<file path="src/rtl/vwh_pkg.sv">
package vwh_pkg;
    typedef enum logic [2:0] {
        ST_IDLE,
        ST_HWRST,
        ST_BOOT,
        ST_HOST,
        ST_OOB,
        ST_SUSP
    } vwh_op_e;

    localparam int NUM_REQ = 5;
    localparam int RQ_HW   = 0;
    localparam int RQ_BOOT = 1;
    localparam int RQ_HOST = 2;
    localparam int RQ_OOB  = 3;
    localparam int RQ_SUSP = 4;

    localparam logic [1:0] PLAT_UNKNOWN = 2'b00;
    localparam logic [1:0] PLAT_LOW     = 2'b10;
    localparam logic [1:0] PLAT_HIGH    = 2'b11;
endpackage

</file>
<file path="src/rtl/vwh_sequencer.sv">
module vwh_sequencer
    import vwh_pkg::*;
(
    input  logic               clk,
    input  logic               rst_n,
    input  logic [NUM_REQ-1:0] req_in,
    output vwh_op_e            op_q
);
    localparam logic [NUM_REQ-1:0] FOLLOW_UP = (NUM_REQ'(1) << RQ_BOOT) | (NUM_REQ'(1) << RQ_SUSP);

    logic [NUM_REQ-1:0] pend_q, pend_d, req_all, grant;
    vwh_op_e            op_d;

    always_comb begin
        req_all = pend_q | req_in;
        grant   = '0;
        for (int i = 0; i < NUM_REQ; i++) begin
            if (req_all[i] && (grant == '0)) grant[i] = 1'b1;
        end
        pend_d = req_all & ~grant;
        if (grant[RQ_HW]) pend_d = pend_d | FOLLOW_UP;
        op_d = ST_IDLE;
        unique case (1'b1)
            grant[RQ_HW]:   op_d = ST_HWRST;
            grant[RQ_BOOT]: op_d = ST_BOOT;
            grant[RQ_HOST]: op_d = ST_HOST;
            grant[RQ_OOB]:  op_d = ST_OOB;
            grant[RQ_SUSP]: op_d = ST_SUSP;
            default:        op_d = ST_IDLE;
        endcase
    end

    always_ff @(posedge clk or negedge rst_n) begin
        if (!rst_n) begin
            op_q   <= ST_IDLE;
            pend_q <= FOLLOW_UP;
        end else begin
            op_q   <= op_d;
            pend_q <= pend_d;
        end
    end


    hwrst_then_boot_chk: assert property (@(posedge clk) disable iff (!rst_n)
        (op_q == ST_HWRST && !req_in[RQ_HW]) |=> (op_q == ST_BOOT));

    host_kept_chk: assert property (@(posedge clk) disable iff (!rst_n)
        req_in[RQ_HOST] |=> (pend_q[RQ_HOST] || op_q == ST_HOST));
endmodule

</file>
<file path="src/rtl/vwh_wire_bank.sv">
module vwh_wire_bank
    import vwh_pkg::*;
#(
    parameter int WIRE_W        = 32,
    parameter int HOST_ACK_BIT  = 27,
    parameter int BOOT_STS_BIT  = 23,
    parameter int BOOT_DONE_BIT = 20,
    parameter int OOB_ACK_BIT   = 16,
    parameter int SUSP_ACK_BIT  = 20
) (
    input  logic              clk,
    input  logic              rst_n,
    input  vwh_op_e           op_q,
    input  logic              host_lvl,
    input  logic              oob_lvl,
    input  logic              susp_lvl,
    input  logic              g3_entry,
    output logic [WIRE_W-1:0] tx0,
    output logic [WIRE_W-1:0] tx1,
    output logic              oob_ready
);
    logic host_ack_q, oob_ack_q, susp_ack_q, boot_sts_q, boot_done_q, rdy_q;
    logic host_ack_d, oob_ack_d, susp_ack_d, boot_sts_d, boot_done_d, rdy_d;

    always_comb begin
        host_ack_d  = host_ack_q;
        oob_ack_d   = oob_ack_q;
        susp_ack_d  = susp_ack_q;
        boot_sts_d  = boot_sts_q;
        boot_done_d = boot_done_q;
        rdy_d       = rdy_q;
        unique case (op_q)
            ST_IDLE:  ;
            ST_HWRST: rdy_d = 1'b1;
            ST_BOOT:  if (!boot_sts_q) begin
                          boot_sts_d  = 1'b1;
                          boot_done_d = 1'b1;
                      end
            ST_HOST:  if (host_lvl) host_ack_d = 1'b1;
            ST_OOB:   if (oob_lvl)  oob_ack_d  = 1'b1;
            ST_SUSP:  if (susp_lvl) susp_ack_d = 1'b1;
            default:  ;
        endcase
        if (!host_lvl) host_ack_d = 1'b0;
        if (!oob_lvl)  oob_ack_d  = 1'b0;
        if (!susp_lvl) susp_ack_d = 1'b0;
        if (g3_entry) begin
            boot_sts_d  = 1'b0;
            boot_done_d = 1'b0;
        end
    end

    always_ff @(posedge clk or negedge rst_n) begin
        if (!rst_n) begin
            host_ack_q  <= 1'b0;
            oob_ack_q   <= 1'b0;
            susp_ack_q  <= 1'b0;
            boot_sts_q  <= 1'b0;
            boot_done_q <= 1'b0;
            rdy_q       <= 1'b0;
        end else begin
            host_ack_q  <= host_ack_d;
            oob_ack_q   <= oob_ack_d;
            susp_ack_q  <= susp_ack_d;
            boot_sts_q  <= boot_sts_d;
            boot_done_q <= boot_done_d;
            rdy_q       <= rdy_d;
        end
    end

    always_comb begin
        tx0                = '0;
        tx1                = '0;
        tx0[HOST_ACK_BIT]  = host_ack_q;
        tx0[BOOT_STS_BIT]  = boot_sts_q;
        tx0[BOOT_DONE_BIT] = boot_done_q;
        tx0[OOB_ACK_BIT]   = oob_ack_q;
        tx1[SUSP_ACK_BIT]  = susp_ack_q;
        oob_ready          = rdy_q;
    end


    boot_pair_chk: assert property (@(posedge clk) disable iff (!rst_n)
        boot_sts_q == boot_done_q);

    boot_hold_chk: assert property (@(posedge clk) disable iff (!rst_n)
        (boot_done_q && !g3_entry) |=> boot_done_q);

    rdy_hold_chk: assert property (@(posedge clk) disable iff (!rst_n)
        rdy_q |=> rdy_q);

    host_clr_chk: assert property (@(posedge clk) disable iff (!rst_n)
        !host_lvl |=> !host_ack_q);

    susp_clr_chk: assert property (@(posedge clk) disable iff (!rst_n)
        !susp_lvl |=> !susp_ack_q);

    host_set_chk: assert property (@(posedge clk) disable iff (!rst_n)
        (op_q == ST_HOST && host_lvl) |=> host_ack_q);
endmodule

</file>
<file path="src/rtl/vwh_plat_track.sv">
module vwh_plat_track
    import vwh_pkg::*;
(
    input  logic       clk,
    input  logic       rst_n,
    input  logic       grp0_evt,
    input  logic       plat_evt,
    input  logic       plat_lvl,
    output logic [1:0] plat_state,
    output logic       plat_chg
);
    logic capture;

    always_comb capture = plat_evt || (grp0_evt && plat_state == PLAT_UNKNOWN);

    always_ff @(posedge clk or negedge rst_n) begin
        if (!rst_n) begin
            plat_state <= PLAT_UNKNOWN;
            plat_chg   <= 1'b0;
        end else begin
            plat_chg <= capture;
            if (capture) plat_state <= plat_lvl ? PLAT_HIGH : PLAT_LOW;
        end
    end


    plat_known_chk: assert property (@(posedge clk) disable iff (!rst_n)
        plat_state[1] |=> plat_state[1]);

    plat_pulse_chk: assert property (@(posedge clk) disable iff (!rst_n)
        plat_chg |-> (plat_state != PLAT_UNKNOWN));
endmodule

</file>
<file path="src/rtl/vw_handshake_responder.sv">
module vw_handshake_responder
    import vwh_pkg::*;
#(
    parameter int WIRE_W        = 32,
    parameter int HOST_ACK_BIT  = 27,
    parameter int BOOT_STS_BIT  = 23,
    parameter int BOOT_DONE_BIT = 20,
    parameter int OOB_ACK_BIT   = 16,
    parameter int SUSP_ACK_BIT  = 20
) (
    input  logic              clk,
    input  logic              rst_n,
    input  logic              hw_reset_evt,
    input  logic              g3_entry,
    input  logic              host_warn_evt,
    input  logic              host_warn_lvl,
    input  logic              oob_warn_evt,
    input  logic              oob_warn_lvl,
    input  logic              susp_warn_evt,
    input  logic              susp_warn_lvl,
    input  logic              plat_rst_evt,
    input  logic              plat_rst_lvl,
    output logic [WIRE_W-1:0] tx_wires0,
    output logic [WIRE_W-1:0] tx_wires1,
    output logic              oob_ready,
    output logic [1:0]        plat_state,
    output logic              plat_chg
);
    logic               grp0_evt;
    logic [NUM_REQ-1:0] req_in;
    vwh_op_e            op_q;

    always_comb begin
        grp0_evt        = host_warn_evt | oob_warn_evt | plat_rst_evt;
        req_in          = '0;
        req_in[RQ_HW]   = hw_reset_evt;
        req_in[RQ_BOOT] = grp0_evt;
        req_in[RQ_HOST] = host_warn_evt;
        req_in[RQ_OOB]  = oob_warn_evt;
        req_in[RQ_SUSP] = susp_warn_evt;
    end

    vwh_sequencer u_seq (
        .clk    (clk),
        .rst_n  (rst_n),
        .req_in (req_in),
        .op_q   (op_q)
    );

    vwh_wire_bank #(
        .WIRE_W        (WIRE_W),
        .HOST_ACK_BIT  (HOST_ACK_BIT),
        .BOOT_STS_BIT  (BOOT_STS_BIT),
        .BOOT_DONE_BIT (BOOT_DONE_BIT),
        .OOB_ACK_BIT   (OOB_ACK_BIT),
        .SUSP_ACK_BIT  (SUSP_ACK_BIT)
    ) u_bank (
        .clk       (clk),
        .rst_n     (rst_n),
        .op_q      (op_q),
        .host_lvl  (host_warn_lvl),
        .oob_lvl   (oob_warn_lvl),
        .susp_lvl  (susp_warn_lvl),
        .g3_entry  (g3_entry),
        .tx0       (tx_wires0),
        .tx1       (tx_wires1),
        .oob_ready (oob_ready)
    );

    vwh_plat_track u_plat (
        .clk        (clk),
        .rst_n      (rst_n),
        .grp0_evt   (grp0_evt),
        .plat_evt   (plat_rst_evt),
        .plat_lvl   (plat_rst_lvl),
        .plat_state (plat_state),
        .plat_chg   (plat_chg)
    );
endmodule

</file>
<file path="config.mk">
export PLATFORM = sky130hd
export DESIGN_NAME = vw_handshake_responder
export DESIGN_NICKNAME = d
export VERILOG_FILES = /design/src/rtl/vwh_pkg.sv /design/src/rtl/vwh_sequencer.sv /design/src/rtl/vwh_wire_bank.sv /design/src/rtl/vwh_plat_track.sv /design/src/rtl/vw_handshake_responder.sv
export SDC_FILE = /design/constraint.sdc
export NUM_CORES = 1
export LEC_CHECK = 0
export BUFFER_PORTS_ARGS = -buffer_cell sky130_fd_sc_hd__buf_2
export CAP_MARGIN = 10
export CORE_MARGIN = 1
export CORE_UTILIZATION = 35
export CTS_CLUSTER_DIAMETER = 120
export CTS_CLUSTER_SIZE = 14
export DETAILED_ROUTE_END_ITERATION = 7
export GPL_TIMING_DRIVEN = 0
export HOLD_SLACK_MARGIN = 0.05
export PLACE_DENSITY = 0.72
export SYNTH_ARGS = -nofsm -noshare
export SYNTH_HDL_FRONTEND = slang
export SYNTH_SLANG_ARGS = --single-unit
</file>
<file path="constraint.sdc">
create_clock -name clk -period 1.5 [get_ports clk]
set_clock_uncertainty 0.2 [all_clocks]
set_input_delay 0.225 -clock clk [delete_from_list [all_inputs] [get_ports clk]]
set_output_delay 0.225 -clock clk [all_outputs]
set_load 0.05 [all_outputs]
</file>
==> run summary, run 1 <==
- **CTS Root Buffer Type** sky130_fd_sc_hd__clkbuf_4
- **worst setup slack before clock tree synthesis** -76.31 ps
- **yosys synthesis warning count** 0
- **setup slack on the worst flop-to-flop path** 8 ps
- **CTS H-Tree Depth** 1
- **Worst Min Path Start** oob_warn_evt
- **Critical Path AT** 1520 ps
- **I/O pin count** 80
- **Antenna Nets Post-Route** 0
- **Starting Density** 36.49%
- **DRT Wirelength** 1.848 mm
- **TritonCTS buffer count** 3
- **clock tree from TritonCTS** yes
- **count of placed standard cells in the final layout, fillers left out** 261
- **CP startpoint** u_seq.pend_q[1]$_DFF_PN1_
- **DR WL/cell** 7.080 µm
- **Port Buf Inserts** 20
- **Via-to-Cell Ratio** 3.398
- **outcome** finished, final reports clean
- **IR drop worst, VDD** 0.6202 mV
- **timing-limited maximum frequency** 670.2 MHz
- **kind of capture point of the worst setup path** flop
- **post-synthesis sequential area ratio** 36.47%
- **RR Startpoint** u_seq.pend_q[1]$_DFF_PN1_
- **R2R depth** 3
- **largest net degree at the start of global routing** 17
- **area of the mapped netlist** 1105 µm²
- **antenna violations before repair** 0
- **unrepaired setup endpoints after global routing** yes
- **die width** 58.19 µm
- **number of antenna repair diodes** 0
- **flops & latches, synth** 16
- **endpoint of the most critical register-to-register path** u_seq.op_q[2]$_DFF_PN0_
- **static leakage** 0.9774 nW
- **gr usage total** 10.98%
- **critical path type** reg2reg
- **nets** 230
- **number of slew-limit violations in the final report** 0
- **die extent in y** 58.19 µm
- **number of buffers on the longest clock path** 2
- **wire length on met1** 664 µm
- **met2 wire length** 1.025 mm
- **worst min-delay path class** in2reg
- **uppermost metal layer occupied by signal nets** met4
- **area of the core region** 3028 µm²
- **Required @ worst endpoint** 1530 ps
- **placed wire-length estimate after detailed placement** 1.456 mm
- **synthesis-to-layout area growth** 49.94%
- **Pwr per Cell Area** 807.6 nW/µm²
- **time the worst path needs with I/O delays and setup** 1492 ps
- **largest driver fanout on the critical path** 3
- **number of distinct library cells after synthesis** 20
- **global-route wire length before repair** 2.835 mm
- **global placer's final weighted congestion** 0.6972
- **met3 routed WL** 153 µm
- **Post-Synthesis Mean Instance Area** 9.056 µm²
- **clk slew on worst S/H paths** 100 ps
- **number of vias in the routed layout** 887
- **GRT overflow** 0
- **worst hold stages** 3
- **DR pass1 iterations** 4
- **final period utilization** 99.47%
- **share of final-layout standard cells stronger than drive strength 1** 44.70%
- **Hold Vio Cnt, Final** 0
- **Post-Place Cells** 244
- **Worst Setup Slack, final** 7.978 ps
- **max-capacitance violation count** 0
- **remaining design rule violation count** 0
- **clk sink count** 16
- **via count of the first global-routing pass** 716
- **Critical Path Source Type** flop
- **die area** 3385 µm²
- **Post-Syn Instances** 122
- **count of endpoints failing setup in the final report** 0
- **accumulated negative setup slack** 0 ps
- **clock latency reported for the late side of the worst-skew pair** 290 ps
- **worst min-delay path endpoint** u_plat.plat_state[1]$_DFFE_PN0P_
- **Fillers** 295
- **number of standard-cell rows in the floorplan** 20
- **Starting DRT DRC Count** 15
## worst max path at each step
| stage | end | slack [ps] | cells after the start |
|---|---|---|---|
| 3_3_place_gp | u_seq.op_q[2]$_DFF_PN0_ | -40 | 4 |
| 3_5_place_dp | u_seq.op_q[2]$_DFF_PN0_ | -80 | 4 |
| 6_report | u_seq.op_q[2]$_DFF_PN0_ | 8 | 3 |
| 2_1_floorplan | u_seq.op_q[2]$_DFF_PN0_ | 80 | 3 |
| 4_1_cts | u_seq.op_q[2]$_DFF_PN0_ | 7 | 3 |
| 5_1_grt | u_seq.op_q[2]$_DFF_PN0_ | -30 | 3 |
## synthesized netlist by cell type
master | count | area (µm²)
sky130_fd_sc_hd__a21oi_1 | 7 | 35.03
sky130_fd_sc_hd__nor2b_1 | 4 | 25.02
sky130_fd_sc_hd__dfrtp_1 | 14 | 350.3
sky130_fd_sc_hd__a31oi_1 | 2 | 12.51
sky130_fd_sc_hd__inv_2 | 1 | 3.750
sky130_fd_sc_hd__a21boi_1 | 1 | 7.510
sky130_fd_sc_hd__a21o_1 | 1 | 7.510
sky130_fd_sc_hd__nor2_1 | 11 | 41.29
sky130_fd_sc_hd__o21ai_0 | 2 | 10.01
sky130_fd_sc_hd__conb_1 | 1 | 3.750
sky130_fd_sc_hd__buf_4 | 64 | 480.5
sky130_fd_sc_hd__o21ai_1 | 1 | 5.000
sky130_fd_sc_hd__a22o_1 | 1 | 8.760
sky130_fd_sc_hd__nor3_2 | 1 | 10.01
sky130_fd_sc_hd__clkbuf_1 | 1 | 3.750
sky130_fd_sc_hd__dfstp_2 | 2 | 52.55
sky130_fd_sc_hd__or4_4 | 1 | 11.26
sky130_fd_sc_hd__o31ai_1 | 2 | 15.01
sky130_fd_sc_hd__inv_1 | 3 | 11.26
sky130_fd_sc_hd__nor3_1 | 2 | 10.01
## registers in the layout, summed over array words and instances, names as in the netlist
name / count
u_seq.op_q: 3
u_bank.boot_done_q: 1
u_bank.susp_ack_q: 1
u_bank.oob_ack_q: 1
u_seq.pend_q: 4
u_bank.host_ack_q: 1
u_bank.boot_sts_q: 1
u_bank.oob_ready: 1
u_plat.plat_chg: 1
u_plat.plat_state: 2
## placed cells by master (no fill, tap or decap)
cell / n
sky130_fd_sc_hd__dfrtp_1: 14
sky130_fd_sc_hd__o21ai_1: 1
sky130_fd_sc_hd__a31oi_1: 2
sky130_fd_sc_hd__or4_4: 1
sky130_fd_sc_hd__a21o_1: 1
sky130_fd_sc_hd__a21oi_1: 7
sky130_fd_sc_hd__a21boi_2: 1
sky130_fd_sc_hd__nor2b_1: 4
sky130_fd_sc_hd__o31ai_1: 2
sky130_fd_sc_hd__nor3_4: 1
sky130_fd_sc_hd__inv_1: 3
sky130_fd_sc_hd__dlygate4sd3_1: 11
sky130_fd_sc_hd__nor3_1: 2
sky130_fd_sc_hd__dfstp_2: 2
sky130_fd_sc_hd__clkbuf_1: 1
sky130_fd_sc_hd__clkbuf_4: 5
sky130_fd_sc_hd__clkbuf_8: 1
sky130_fd_sc_hd__a22o_1: 1
sky130_fd_sc_hd__conb_1: 59
sky130_fd_sc_hd__buf_4: 66
sky130_fd_sc_hd__inv_2: 1
sky130_fd_sc_hd__buf_2: 18
sky130_fd_sc_hd__o21ai_0: 2
sky130_fd_sc_hd__nor2_1: 10
sky130_fd_sc_hd__nor2_2: 1
## final cells by class
cell class                      instances  area (µm²)  area share [%]
Buffer                                 65       484.2           29.23
Multi-Input combinational cell         95       432.9           26.13
Sequential cell                        16       402.9           24.32
Timing Repair Buffer                   33       230.2           13.90
Tap cell                               44       55.05           3.323
Clock buffer                            4       36.28           2.190
Inverter                                4       15.01          0.9063
## power breakdown
group / internal (W) / switching [W] / leakage [nW]
clock: 0.000148 / 0.000140 / 0.0210
combinational: 0.000168 / 0.000421 / 0.771
sequential: 0.000448 / 0.0000121 / 0.185
total: 0.000764 / 0.000574 / 0.977
## worst max-delay path: stages (launching register included)
cell and delay [ps]:
sky130_fd_sc_hd__dfstp_2 380, sky130_fd_sc_hd__or4_4 440, sky130_fd_sc_hd__nor3_4 230, sky130_fd_sc_hd__a21boi_2 170
## per-layer routing
layer / up-vias / track usage [%]
met4: 0 / 1.020
met1: 383 / 10.72
met3: 2 / 5.134
met5: - / 0
li1: 456 / -
met2: 46 / 21.51
## through the flow
stage | instance area [µm²] | total power [W] | hold slack [ps] | utilization [%]
after detailed placement | 1478 | 0.001021 | -45.66 | 48.80
after CTS | 1630 | 0.001334 | 53.88 | 53.84
after global placement | 1478 | 0.001019 | -53.02 | 48.80
after global routing | 1657 | 0.001400 | 72.55 | 54.71
final | 1657 | 0.001338 | 61.23 | 54.71
after floorplan | 1323 | 0.0009766 | -270.6 | -
## kinds of logic (layout without fill, tap and decap cells)
kind of cell	Yosys count	count (layout)	share of synthesized area, %
buf+inv	69	106	45.19
compound gates	17	17	9.173
simple gates	19	19	8.833
flops	16	16	36.47
other cells	1	59	0.3394
## timing repair
item	CTS	global route
setup buffers	0	2
hold endpoints to repair	29	0
pin swaps	0	2
hold buffers	11	0
resized for setup	1	4
setup endpoints to repair	1	4
Note: power is estimated with default switching activity, not from simulation.
==> run 2, diff against run 1 <==
- clock period: 1.5 -> 1.8 ns (I/O delays scaled with it)
==> run 2 against run 1 <==
Against the previous run: wire length down 3.3%; cell count decreased by 1.5%; non-clock buffer count is 4 lower; fmax shrank 2.4%; final area is 3.2% lower; largest power group unchanged; sequential share of layout area is 0.80 points higher; via count fell by 2.7%; flip-flop and latch count did not move; die area did not move; global-route usage down 0.15 points.
==> run summary, run 2 (synthesized netlist as in run 1, its figures left out) <==
- **outcome** finished, final reports clean
- **final period utilization** 84.93%, -15 points
- **register share of total power** 34.8%, +0.4 points
- **Required @ worst endpoint** 1820 ps, +290 ps
- **CTS H-Tree Depth** 1, unchanged
- **CTS Root Buffer Type** sky130_fd_sc_hd__clkbuf_4
- **accumulated negative setup slack** 0 ps, unchanged
- **worst setup slack before clock tree synthesis** 178.7 ps, +255.0 ps
- **portion of total power attributed to combinational logic** 43.4%, -0.7 points
- **clk sink count** 16, unchanged
- **total non-filler cell area in the finished layout** 1604 µm², -3.2%
- **clk slew on worst S/H paths** 100 ps, about the same
- **count of endpoints failing setup in the final report** 0, unchanged
- **worst min-delay path class** in2reg
- **number of vias in the routed layout** 863, -2.7%
- **number of flip-flops under the largest register name** 4, unchanged
- **top library cells by usage in the layout, fill and taps aside** 64 x sky130_fd_sc_hd__buf_4, 59 x sky130_fd_sc_hd__conb_1, 20 x sky130_fd_sc_hd__buf_2
- **time the worst path needs with I/O delays and setup** 1529 ps, +36.63 ps
- **via count of the first global-routing pass** 707, -1.3%
- **number of slew-limit violations in the final report** 0, unchanged
- **die width** 58.19 µm, unchanged
- **number of instances resized during post-cts repair** 0, -1
- **Antenna Nets Post-Route** 0, unchanged
- **Via-to-Cell Ratio** 3.358, -1.2%
- **die area** 3385 µm², unchanged
- **largest driver fanout on the critical path** 3, unchanged
- **switch share** 43.05%, +0.16 points
- **die extent in y** 58.19 µm, unchanged
- **# Post-CTS Setup Buffers** 0, unchanged
- **Clock Power Share** 21.8%, +0.3 points
- **IR drop worst, VDD** 0.5082 mV, -18%
- **hold buffers post-CTS** 9, -2
- **timing-limited maximum frequency** 654.2 MHz, -2.4%
- **gr usage total** 10.83%, -0.15 points
- **critical path type** reg2reg
- **kind of capture point of the worst setup path** flop
- **Largest Register** u_seq.pend_q
- **registers with the most flip-flops** u_seq.pend_q x4, u_seq.op_q x3, u_plat.plat_state x2
- **number of antenna repair diodes** 0, unchanged
- **number of buffers on the longest clock path** 2, unchanged
- **Starting DRT DRC Count** 14, -1
- **Net Switching** 0.0004753 W, -17%
- **Hold Vio Cnt, Final** 0, unchanged
- **global placer's final weighted congestion** 0.6972, unchanged
- **I/O pin count** 80, unchanged
- **most common cell after layout, fill and taps aside** sky130_fd_sc_hd__buf_4
- **global-route wire length before repair** 2.801 mm, -1.2%
- **Port Buf Inserts** 20, unchanged
- **Worst Setup Slack, final** 271.3 ps, +263.4 ps
- **static leakage** 0.9504 nW, -2.8%
- **internal power summed over all cells** 0.0006287 W, -18%
- **DR WL/cell** 6.953 µm, -1.8%
- **largest net degree at the start of global routing** 17, unchanged
- **Fillers** 299, +1.4%
- **share of final-layout standard cells stronger than drive strength 1** 43.66%, -1.0 points
- **Critical Path Source Type** flop
- **Pwr per Cell Area** 688.3 nW/µm², -15%
- **placed wire-length estimate after detailed placement** 1.456 mm, unchanged
- **remaining design rule violation count** 0, unchanged
- **unrepaired setup endpoints after global routing** no
- **DRT Wirelength** 1.787 mm, -3.3%
- **nets** 226, -1.7%
- **max-capacitance violation count** 0, unchanged
- **synthesis-to-layout area growth** 45.19%
- **DR pass1 iterations** 4, unchanged
- **placed cell area** 1478 µm², unchanged
- **GRT overflow** 0, unchanged
- **area of the core region** 3028 µm², unchanged
- **TritonCTS buffer count** 3, unchanged
- **antenna violations before repair** 0, unchanged
- **final core occ** 52.98%, -1.7 points
- **clock latency reported for the late side of the worst-skew pair** 290 ps, about the same
- **Critical Path AT** 1550 ps, +30 ps
- **clock tree from TritonCTS** yes
- **number of standard-cell rows in the floorplan** 20, unchanged
- **Starting Density** 36.49%, unchanged
==> run 2: worst max-delay path: stages, from the launching register on <==
cell	delay, ps
sky130_fd_sc_hd__dfstp_2	390
sky130_fd_sc_hd__or4_4	490
sky130_fd_sc_hd__nor3_2	190
sky130_fd_sc_hd__a21boi_1	180
==> run 2: final timing paths <==
path                                                endpoint  slack (ps)                         start  cells past startpoint
min in group asynchronous          u_plat.plat_chg$_DFF_PN0_         210                         rst_n                      2
worst max-delay path                 u_seq.op_q[2]$_DFF_PN0_         270     u_seq.pend_q[1]$_DFF_PN1_                      3
worst max register to register       u_seq.op_q[2]$_DFF_PN0_         270     u_seq.pend_q[1]$_DFF_PN1_                      3
max in group asynchronous          u_seq.pend_q[4]$_DFF_PN1_         890                         rst_n                      2
worst min-delay path               u_plat.plat_chg$_DFF_PN0_          70                  plat_rst_evt                      3
worst min register to register  u_bank.oob_ready$_DFFE_PN0N_         290  u_bank.oob_ready$_DFFE_PN0N_                      2
==> run 2: cell type report <==
class,instances,area [µm²],share of cell area (%)
clock buffer,4,36.28,2.262
buffer,65,484.2,30.19
timing repair buffer,29,190.2,11.86
inverter,4,15.01,0.9360
tap,44,55.05,3.432
sequential,16,402.9,25.12
multi-input combinational,95,420.4,26.21
==> run 2: layer usage <==
layer  track usage (%)  part of all wire [%]
met2             21.02                    55
met3             5.134                   7.9
met1             10.71                    37
met4             1.020                  0.34
met5                 0                     0
==> run 2: metrics by stage <==
stage | power (W) | hold slack [ps] | std cells
floorplan | 0.0008138 | -225.6 | 180
global placement | 0.0008488 | -8.015 | 244
detailed placement | 0.0008511 | -0.6616 | 244
CTS | 0.001107 | 62.00 | 257
global route | 0.001155 | 85.51 | 257
finish | 0.001104 | 66.71 | 257
==> run 2: power by group through the flow <==
stage               Clock (W)  Sequential (W)  Combinational [W]
floorplan                   0        0.000400           0.000414
global placement            0        0.000390           0.000459
detailed placement          0        0.000391           0.000461
CTS                  0.000248        0.000384           0.000476
global route         0.000264        0.000386           0.000504
finish               0.000241        0.000384           0.000479
==> run 3, diff against run 2 <==
- ABC_AREA: default -> 1
- PLACE_DENSITY: 0.72 -> 0.71
- clock period: 1.8 -> 1.5 ns (I/O delays scaled with it)
==> run 3 against run 2 <==
Against the previous run: register-to-register slack improved by 99 ps; clock power rose by 15%; critical path depth fell by 1; area after synthesis rose by 2.6%; utilization rose by 1.5 points; final area rose by 3.7%; largest cell class unchanged; die area rose by 2.5%; total power rose by 19%; critical endpoint is now tx_wires0[23]; global-route usage fell by 1.1 points; sequential share of layout area fell by 0.89 points; sequential power rose by 19%; flip-flop and latch count did not move.
==> run summary, run 3 <==
- **die width** 58.91 µm, +1.2%
- **biggest area contributors in the synthesized netlist** sky130_fd_sc_hd__buf_4 42%, sky130_fd_sc_hd__dfrtp_1 31%, sky130_fd_sc_hd__dfstp_2 4.6%
- **DRT Wirelength** 1.620 mm, -9.3%
- **TritonCTS buffer count** 3, unchanged
- **Fillers** 299, unchanged
- **area of the mapped netlist** 1134 µm², +2.6%
- **Post-Syn Instances** 131, +7.4%
- **post-synthesis sequential area ratio** 35.54%, -0.93 points
- **number of distinct library cells after synthesis** 23, +15%
- **number of slew-limit violations in the final report** 0, unchanged
- **internal power summed over all cells** 0.0007572 W, +20%
- **Largest Register** u_seq.pend_q
- **die extent in y** 58.91 µm, +1.2%
- **timing-limited maximum frequency** 703.8 MHz
- **number of buffers on the longest clock path** 2, unchanged
- **DR WL/cell** 6.022 µm, -13%
- **CTS Root Buffer Type** sky130_fd_sc_hd__clkbuf_4
- **CP cell instances** buf_4 -> clkbuf_4
- **Port Buf Inserts** 20, unchanged
- **clock tree from TritonCTS** yes
- **largest driver fanout on the critical path** 2, -1
- **Clock Power Share** 21.1%, -0.7 points
- **Post-synth top flop** sky130_fd_sc_hd__dfrtp_1
- **placed cell area** 1506 µm², +1.9%
- **antenna violations before repair** 0, unchanged
- **Starting DRT DRC Count** 7, -7
- **registers with the most flip-flops** u_seq.pend_q x4, u_seq.op_q x3, u_plat.plat_state x2
- **count of endpoints failing setup in the final report** 0, unchanged
- **Hold Vio Cnt, Final** 0, unchanged
- **final hold slack** 192.7 ps, +125.9 ps
- **placed wire-length estimate after detailed placement** 1.374 mm, -5.6%
- **number of vias in the routed layout** 852, -1.3%
- **Net Switching** 0.0005556 W, +17%
- **Critical Path Source Type** flop
- **kind of capture point of the worst setup path** output port
- **CP startpoint** u_bank.boot_sts_q$_DFFE_PN0P_
- **synthesis-to-layout area growth** 46.69%
- **largest net degree at the start of global routing** 17, unchanged
- **outcome** finished, final reports clean
- **CP max-delay cell** sky130_fd_sc_hd__dfrtp_1
- **nets** 238, +5.3%
- **RR Startpoint** u_seq.pend_q[1]$_DFF_PN1_
- **clk sink count** 16, unchanged
- **Required @ worst endpoint** 1070 ps, -750 ps
- **max-capacitance violation count** 0, unchanged
- **Total Power Consumption** 0.001313 W, +19%
- **via count of the first global-routing pass** 653, -7.6%
- **IR drop worst, VDD** 0.3212 mV, -37%
- **critical path type** reg2out
- **I/O pin count** 80, unchanged
- **Antenna Nets Post-Route** 0, unchanged
- **yosys synthesis warning count** 0, unchanged
- **global placer's final weighted congestion** 0.6835, -2.0%
- **time the worst path needs with I/O delays and setup** 1421 ps
- **number of standard-cell rows in the floorplan** 20, unchanged
- **switch share** 42.32%, -0.73 points
- **CTS H-Tree Depth** 1, unchanged
- **number of antenna repair diodes** 0, unchanged
- **clock latency reported for the late side of the worst-skew pair** 280 ps, about the same
- **accumulated negative setup slack** 0 ps, unchanged
- **total non-filler cell area in the finished layout** 1663 µm², +3.7%
- **GRT overflow** 0, unchanged
- **Post-Synthesis Mean Instance Area** 8.653 µm², -4.4%
- **most common cell after layout, fill and taps aside** sky130_fd_sc_hd__buf_4
- **Pwr per Cell Area** 789.5 nW/µm², +15%
- **dominant cell type by area after synthesis** sky130_fd_sc_hd__buf_4
- **Starting Density** 37.13%, +0.64 points
- **final period utilization** 94.72%
- **count of flip-flops with a built-in enable after synthesis** 0, unchanged
- **Critical Path Max Stage Delay** 390 ps, -100 ps
- **static leakage** 0.9960 nW, +4.8%
- **die area** 3470 µm², +2.5%
- **unrepaired setup endpoints after global routing** no
- **Critical Path AT** 1000 ps, -550 ps
- **area of the core region** 3053 µm², +0.83%
- **Async S/R FF share, synth** 100.0%, unchanged
- **clk slew on worst S/H paths** 90 ps, about the same
- **DR pass1 iterations** 4, unchanged
- **portion of total power attributed to combinational logic** 44.1%, +0.7 points
- **remaining design rule violation count** 0, unchanged
- **top-count cell post-synth** sky130_fd_sc_hd__buf_4
- **Via-to-Cell Ratio** 3.167, -5.7%
- **global-route wire length before repair** 2.511 mm, -10%
- **worst min-delay path class** in2async
- **top library cells by usage in the layout, fill and taps aside** 65 x sky130_fd_sc_hd__buf_4, 59 x sky130_fd_sc_hd__conb_1, 19 x sky130_fd_sc_hd__buf_2
- **gr usage total** 9.763%, -1.1 points
- **flops & latches, synth** 16, unchanged
- **register share of total power** 34.8%, about the same
- **number of flip-flops under the largest register name** 4, unchanged
- **area share of the leading cell type in the synthesized netlist** 42.38%, -1.1 points
- **most common library cells after synthesis** 64 x sky130_fd_sc_hd__buf_4, 14 x sky130_fd_sc_hd__dfrtp_1, 10 x sky130_fd_sc_hd__inv_1, 10 x sky130_fd_sc_hd__nor2_1, 8 x sky130_fd_sc_hd__nand2_1
- **share of final-layout standard cells stronger than drive strength 1** 44.00%, +0.34 points
==> run 3: cell types whose count changed in the layout (fill, tap and decap cells not counted), moves of 3 or more <==
| cell | previous run | this run |
|---|---|---|
| sky130_fd_sc_hd__a21oi_1 | 7 | 1 |
| sky130_fd_sc_hd__inv_1 | 3 | 10 |
| sky130_fd_sc_hd__nor2b_1 | 4 | 0 |
| sky130_fd_sc_hd__nand2_1 | 0 | 8 |
| sky130_fd_sc_hd__nor2_2 | 0 | 3 |
==> run 3: cell type report <==
type                            count  area [µm²]  share of cell area, %
Buffer                             65       484.2                  29.12
Timing Repair Buffer               32       220.2                  13.24
Tap cell                           44       55.05                  3.311
Inverter                           10       37.54                  2.257
Sequential cell                    16       402.9                  24.23
Multi-Input combinational cell     98       426.7                  25.66
Clock buffer                        4       36.28                  2.182
==> run 3: final timing paths <==
path | endpoint | slack [ps] | cells after the start
max in group asynchronous | u_seq.pend_q[4]$_DFF_PN1_ | 600 | 2
max reg2reg | u_seq.op_q[0]$_DFF_PN0_ | 370 | 4
min | u_bank.susp_ack_q$_DFFE_PN0P_ | 190 | 2
min reg2reg | u_bank.oob_ready$_DFFE_PN0N_ | 290 | 1
max | tx_wires0[23] | 80 | 2
min in group clk | u_bank.oob_ready$_DFFE_PN0N_ | 290 | 1
==> run 3: logic make-up after synthesis <==
group	synth area share [%]
buffers and inverters	46.03
and+or+nand+nor	14.02
DFF	35.54
AOI/OAI and AO/OA	4.083
other	0.3308
==> run 3: per-layer routing <==
| layer | GRT usage [%] | routed length (µm) | up-vias |
|---|---|---|---|
| li1 | - | - | 466 |
| met1 | 10.65 | 625 | 350 |
| met5 | 0 | 0 | - |
| met2 | 17.21 | 860 | 36 |
| met4 | 5.102 | 0 | 0 |
| met3 | 2.637 | 135 | 0 |
==> run 3: what timing repair did <==
item                       in CTS  in global routing
hold buffers                   11                  0
setup endpoints to repair       0                  1
buffers inserted                0                  1
hold endpoints to repair       29                  0
resized for setup               0                  1
==> run 3: worst max-delay path, delay by kind of cell, from the launching register on <==
kind	cells	cell delay, ps
flip-flops	1	390
buffers and inverters	2	330
==> run 3: power groups by stage <==
stage               Clock [W]  Sequential [W]  Combinational (W)
floorplan                   0        0.000478           0.000495
global placement            0        0.000465           0.000548
detailed placement          0        0.000465           0.000549
CTS                  0.000292        0.000457           0.000571
global route         0.000324        0.000458           0.000609
finish               0.000277        0.000456           0.000580
==> run 3: metrics by stage <==
step           worst slack (ps)  std cells  utilization [%]
6_report                  79.24        269            54.47
5_1_grt                   20.81        269            54.47
4_1_cts                   44.18        268            54.14
3_5_place_dp              350.7        253            49.34
3_3_place_gp              365.9        253            49.34
2_1_floorplan             106.2        189                -
